`src/rtl/cpuclk_pkg.sv`:
```
`timescale 1ns/1ps
package cpuclk_pkg;
  // ratio code in the main control word
  typedef enum logic [1:0] {
    RATIO_ONE  = 2'd0,
    RATIO_TWO  = 2'd1,
    RATIO_THR  = 2'd2,
    RATIO_EVEN = 2'd3
  } ratio_code_e;
endpackage

```
`src/rtl/cpuclk_regs.sv`:
```
`timescale 1ns/1ps
module cpuclk_regs #(
  parameter int ADDR_W = 8,
  parameter int DATA_W = 32,
  parameter logic [ADDR_W-1:0] MAIN_OFS = 'h40,
  parameter logic [ADDR_W-1:0] AUX_OFS  = 'h00
) (
  input  logic              clk,
  input  logic              rst,
  input  logic              bus_sel,
  input  logic              bus_we,
  input  logic [ADDR_W-1:0] bus_addr,
  input  logic [DATA_W-1:0] bus_wdata,
  output logic [DATA_W-1:0] bus_rdata,
  output logic [DATA_W-1:0] main_q,
  output logic [DATA_W-1:0] aux_q
);
  logic hit_main, hit_aux;
  assign hit_main = (bus_addr == MAIN_OFS);
  assign hit_aux  = (bus_addr == AUX_OFS);

  always_ff @(posedge clk) begin
    if (rst) begin
      main_q    <= '0;
      aux_q     <= '0;
      bus_rdata <= '0;
    end else if (bus_sel) begin
      if (bus_we) begin
        if (hit_main) main_q <= bus_wdata;
        if (hit_aux)  aux_q  <= bus_wdata;
      end else begin
        bus_rdata <= hit_main ? main_q : (hit_aux ? aux_q : '0);
      end
    end
  end
endmodule

```
`src/rtl/cpuclk_sync.sv`:
```
`timescale 1ns/1ps
module cpuclk_sync #(
  parameter int STAGES = 2
) (
  input  logic clk,
  input  logic rst,
  input  logic async_in,
  output logic lvl,
  output logic edge_p
);
  logic [STAGES:0] chain;

  always_ff @(posedge clk) begin
    if (rst) chain <= '0;
    else     chain <= {chain[STAGES-1:0], async_in};
  end

  assign lvl    = chain[STAGES-1];
  assign edge_p = chain[STAGES] ^ chain[STAGES-1];
endmodule

```
`src/rtl/cpuclk_div.sv`:
```
`timescale 1ns/1ps
module cpuclk_div
  import cpuclk_pkg::*;
#(
  parameter int N_W = 9
) (
  input  logic           clk,
  input  logic           rst,
  input  logic           src_edge,
  input  ratio_code_e    code,
  input  logic [N_W-1:0] half_n,
  output logic           div_q
);
  localparam int R_W = N_W + 1;
  localparam int C_W = R_W + 1;

  logic [R_W-1:0] ratio;
  logic [C_W-1:0] last_cnt, cnt_q, cnt_nx;

  always_comb begin
    unique case (code)
      RATIO_ONE:  ratio = R_W'(1);
      RATIO_TWO:  ratio = R_W'(2);
      RATIO_THR:  ratio = R_W'(3);
      default:    ratio = {half_n, 1'b0};
    endcase
  end

  assign last_cnt = {ratio, 1'b0} - C_W'(1);
  assign cnt_nx   = (cnt_q >= last_cnt) ? '0 : cnt_q + C_W'(1);

  always_ff @(posedge clk) begin
    if (rst || ratio == '0) begin
      cnt_q <= '0;
      div_q <= 1'b0;
    end else if (src_edge) begin
      cnt_q <= cnt_nx;
      div_q <= (cnt_nx >= C_W'(ratio));
    end
  end
endmodule

```
`src/rtl/cpu_clock_divmux.sv`:
```
`timescale 1ns/1ps
module cpu_clock_divmux
  import cpuclk_pkg::*;
#(
  parameter int ADDR_W    = 8,
  parameter int DATA_W    = 32,
  parameter int N_W       = 9,
  parameter int N_LSB     = 20,
  parameter int CODE_LSB  = 2,
  parameter int FINAL_BIT = 7,
  parameter int SRC_BIT   = 0,
  parameter int SYNC_N    = 2
) (
  input  logic              clk,
  input  logic              rst,
  input  logic              bus_sel,
  input  logic              bus_we,
  input  logic [ADDR_W-1:0] bus_addr,
  input  logic [DATA_W-1:0] bus_wdata,
  output logic [DATA_W-1:0] bus_rdata,
  input  logic              pll_clk,
  input  logic              xtal_clk,
  output logic              cpu_clk
);
  localparam int NSRC = 2;  // index 0 = crystal, 1 = PLL

  logic [DATA_W-1:0] main_q, aux_q;
  logic [NSRC-1:0]   src_raw, src_lvl, src_edg;
  logic              src_edge, div_q, xtal_lvl;

  cpuclk_regs #(.ADDR_W(ADDR_W), .DATA_W(DATA_W)) u_regs (
    .clk(clk), .rst(rst), .bus_sel(bus_sel), .bus_we(bus_we),
    .bus_addr(bus_addr), .bus_wdata(bus_wdata), .bus_rdata(bus_rdata),
    .main_q(main_q), .aux_q(aux_q)
  );

  assign src_raw = {pll_clk, xtal_clk};

  for (genvar g = 0; g < NSRC; g++) begin : g_sync
    cpuclk_sync #(.STAGES(SYNC_N)) u_sync (
      .clk(clk), .rst(rst), .async_in(src_raw[g]),
      .lvl(src_lvl[g]), .edge_p(src_edg[g])
    );
  end

  assign xtal_lvl = src_lvl[0];
  assign src_edge = main_q[SRC_BIT] ? src_edg[1] : src_edg[0];

  cpuclk_div #(.N_W(N_W)) u_div (
    .clk(clk), .rst(rst), .src_edge(src_edge),
    .code(ratio_code_e'(main_q[CODE_LSB +: 2])),
    .half_n(aux_q[N_LSB +: N_W]),
    .div_q(div_q)
  );

  always_ff @(posedge clk) begin
    if (rst) cpu_clk <= 1'b0;
    else     cpu_clk <= main_q[FINAL_BIT] ? div_q : xtal_lvl;
  end
endmodule

```
`config.mk`:
```
export PLATFORM = sky130hd
export DESIGN_NAME = cpu_clock_divmux
export DESIGN_NICKNAME = d
export VERILOG_FILES = /design/src/rtl/cpuclk_pkg.sv /design/src/rtl/cpuclk_regs.sv /design/src/rtl/cpuclk_sync.sv /design/src/rtl/cpuclk_div.sv /design/src/rtl/cpu_clock_divmux.sv
export SDC_FILE = /design/constraint.sdc
export NUM_CORES = 1
export LEC_CHECK = 0
export BUFFER_PORTS_ARGS = -buffer_cell sky130_fd_sc_hd__buf_2
export CAP_MARGIN = 30
export CORE_UTILIZATION = 57
export CTS_CLUSTER_SIZE = 10
export DETAILED_ROUTE_END_ITERATION = 8
export GPL_TIMING_DRIVEN = 1
export HOLD_SLACK_MARGIN = 0.05
export PLACE_DENSITY = 0.8
export SETUP_SLACK_MARGIN = 0.3
export SYNTH_ARGS = -nofsm -noshare
export SYNTH_HDL_FRONTEND = slang
export SYNTH_SLANG_ARGS = --single-unit
```
`constraint.sdc`:
```
create_clock -name clk -period 6.1 [get_ports clk]
set_input_delay 0.915 -clock clk [delete_from_list [all_inputs] [get_ports clk]]
set_output_delay 0.915 -clock clk [all_outputs]
set_load 0.01 [all_outputs]
```
==> flow_summary.toml <==
[setup_path]
crit-reg2reg-launch = "u_regs.main_q[2]$_SDFFE_PP0P_"
crit_chain = "inv_1, ha_1, nand2b_1, a21boi_0, ha_1, a21oi_1, a221oi_1, nand3_1, a21oi_1, xor2_1, ha_1, nand4_1, a211o_1, o211ai_1, a21oi_1, ha_1, a211oi_1, nor2_1, o41ai_1, a31oi_1"
crit_path_end_kind = "register"
cp_num_buf_inv = 1
r2r-end = "u_div.div_q$_SDFFE_PP0P_"
crit_required_ns = 6.49
critical_path.startpoint_type = "register"
path_depth = 20
r2r_cells = 20
slowest_delay_ns = 0.39
cp_top_family = "compound AO/OA/AOI/OAI gates"
arrival_ns = 5.15
crit_path_max_fanout = 10
reg2reg_slack_ns = 1.35
worst_path_max_delay_cell = "dfxtp_1"
critPathKind = "reg -> reg"
cpMostUsedCell = "ha_1"

[logic_synthesis]
syn_area_um2 = 5270
yosysWarnings = 0
synth_nets = 713
synth_edf_count = 0
synthFlopType = "dfxtp_1"
synthArstFlopShare_pct = 0
syn_area_per_cell_um2 = 8.22
ys_seq_area_share_pct = 43.7
netlist-cell-type-count = 47
ys_ff_latch = 115
postSynthCellCount = 641

[clocking]
cts_resized = 0
cts-root-buf = "clkbuf_8"
insertion_delay_ns = 0.52
clockBufferDepth = 2
cts-buffers-inserted = 17
cts_hold_buffers = 0
htree_levels = 4
path_clk_slew_ns = 0.06
cts_setup_buffers = 0
cts_sinks = 115
cts_tree = "done"

[die]
num_rows = 34
core_area_um2 = 8850
io_pins = 79
die_w_um = 98.2
dieArea_um2 = 9630
die_h_um = 98.2
start_util_pct = 59.6

[global_route]
grt_overflow = 0
antenna_found_initial = 0
grt_pass1_vias = 4642
grt_pass1_wl_um = 22000
grt.total_usage_pct = 28.8
grt_max_degree = 107

[route]
drt-initial-drc-count = 339
avgRoutedWirePerCell_um = 16.0
ant_nets = 0
postRouteWirelength_um = 13100
via_per_inst = 5.94
vias = 4885
drtPass1Iterations = 7
drc = 4

[timing]
fin_ws_ns = 1.35
finalClockSkew_ns = 0.00835
setup_tns_ns = 0
slew_violations = 0
hold_violations = 0
setup_violations = 0
slew_headroom_pct = 30.6
fin_crit_sh_pct = 77.9
period_minus_slack_ns = 4.75
fmax_mhz = 210
worst_pin_slew_ns = 1.04
rsz0062_at_grt = "false"

[cells_and_area]
area_growth_pct = 17.3
layout_commonest_cell = "nand2_1"
layout_common_cells = "nand2_1 (156), dfxtp_1 (115), a21oi_1 (81)"
fillers = 715
drive_gt1_share_pct = 17.4
antenna_cells = 0
layout.nets = 775

[placed_design]
pre_cts_slack_ns = 1.36
gp_congestion = 0.930
dp_hpwl_um = 8680
port_buffers = 78

[worst_hold_path]
min_path_type = "reg -> reg"
hold_start = "g_sync[0].u_sync.chain[0]$_SDFF_PP0_"
holdPathStages = 1
min_to = "g_sync[0].u_sync.chain[1]$_SDFF_PP0_"

[power]
p_leak_nw = 2.30
cellPowerDensity_nw_per_um2 = 286
ir_drop_v = 0.000220

[run]
drv_cap = 0

[status]
status = "complete, but fails checks"
violations = "DRC"
synthesized netlist by cell type, types with 5 or more instances:
| library cell | number | area, um^2 |
|---|---|---|
| xnor2_1 | 6 | 52.6 |
| a211oi_1 | 37 | 278 |
| buf_6 | 6 | 67.6 |
| dfxtp_1 | 115 | 2300 |
| a22oi_1 | 32 | 240 |
| buf_2 | 8 | 40.0 |
| nand4_1 | 6 | 37.5 |
| a21oi_1 | 81 | 405 |
| nor2_1 | 37 | 139 |
| nand3_1 | 10 | 50.1 |
| inv_1 | 8 | 30.0 |
| nand2_1 | 156 | 586 |
| nand2b_1 | 6 | 37.5 |
| o21ai_0 | 8 | 40.0 |
| nor2b_1 | 8 | 50.1 |
| ha_1 | 26 | 325 |
| clkbuf_1 | 26 | 97.6 |
| or3_1 | 5 | 31.3 |
logic make-up after synthesis:
family                   count (synthesis)  synth area share (%)
AO/OA/AOI/OAI                          187                  22.4
XOR/XNOR                                10                  1.66
adder cells (fa/ha/maj)                 26                  6.17
buffers and inverters                   51                  4.68
flip-flops                             115                  43.7
multiplexers                             3                 0.594
AND/OR/NAND/NOR                        249                  20.8
per-layer routing:
metal / vias up / GRT usage [%] / wire length, um
li1: 2382 / - / -
met1: 2266 / 35.6 / 5520
met2: 209 / 48.0 / 6350
met3: 28 / 5.73 / 906
met4: 0 / 14.4 / 336
met5: - / 0 / 0
layout make-up:
class                           count  area [um^2]  share of cell area (%)
Multi-Input combinational cell    475         2730                    44.1
Sequential cell                   115         2300                    37.2
Clock buffer                       22          483                    7.81
Timing Repair Buffer               86          450                    7.28
Tap cell                          108          135                    2.19
Clock inverter                      8         53.8                   0.870
Inverter                            8         30.0                   0.486
stage by stage:
step	power (W)	utilization, %	hold WS [ns]	instance area (um^2)	cells
4_1_cts	0.00177	69.9	0.448	6180	822
6_report	0.00177	69.9	0.447	6180	822
3_5_place_dp	0.000895	63.8	0.425	5650	792
5_1_grt	0.00182	69.9	0.459	6180	822
2_1_floorplan	0.000851	-	0.414	5270	641
3_3_place_gp	0.000891	63.8	0.424	5640	791
power breakdown:
group          internal [W]  leakage, nW  switching (W)
Sequential         0.000767        0.933     0.00000859
Combinational     0.0000411         1.11      0.0000636
Clock              0.000545        0.257       0.000341
Total               0.00135         2.30       0.000413
worst max path at each step:
stage	from	end
2_1_floorplan	u_regs.main_q[2]$_SDFFE_PP0P_	u_div.div_q$_SDFFE_PP0P_
3_3_place_gp	u_regs.main_q[2]$_SDFFE_PP0P_	u_div.div_q$_SDFFE_PP0P_
3_5_place_dp	u_regs.main_q[2]$_SDFFE_PP0P_	u_div.div_q$_SDFFE_PP0P_
4_1_cts	u_regs.main_q[2]$_SDFFE_PP0P_	u_div.div_q$_SDFFE_PP0P_
5_1_grt	u_regs.main_q[2]$_SDFFE_PP0P_	u_div.div_q$_SDFFE_PP0P_
6_report	u_regs.main_q[2]$_SDFFE_PP0P_	u_div.div_q$_SDFFE_PP0P_
flip-flops by register name, summed over array words and instances, names as in the netlist:
register / flops
u_regs.aux_q: 32
u_regs.bus_rdata: 32
u_regs.main_q: 32
u_div.cnt_q: 11
g_sync.u_sync.chain: 6
cpu_clk: 1
u_div.div_q: 1
No activity file was read; power rests on OpenSTA's default activity.
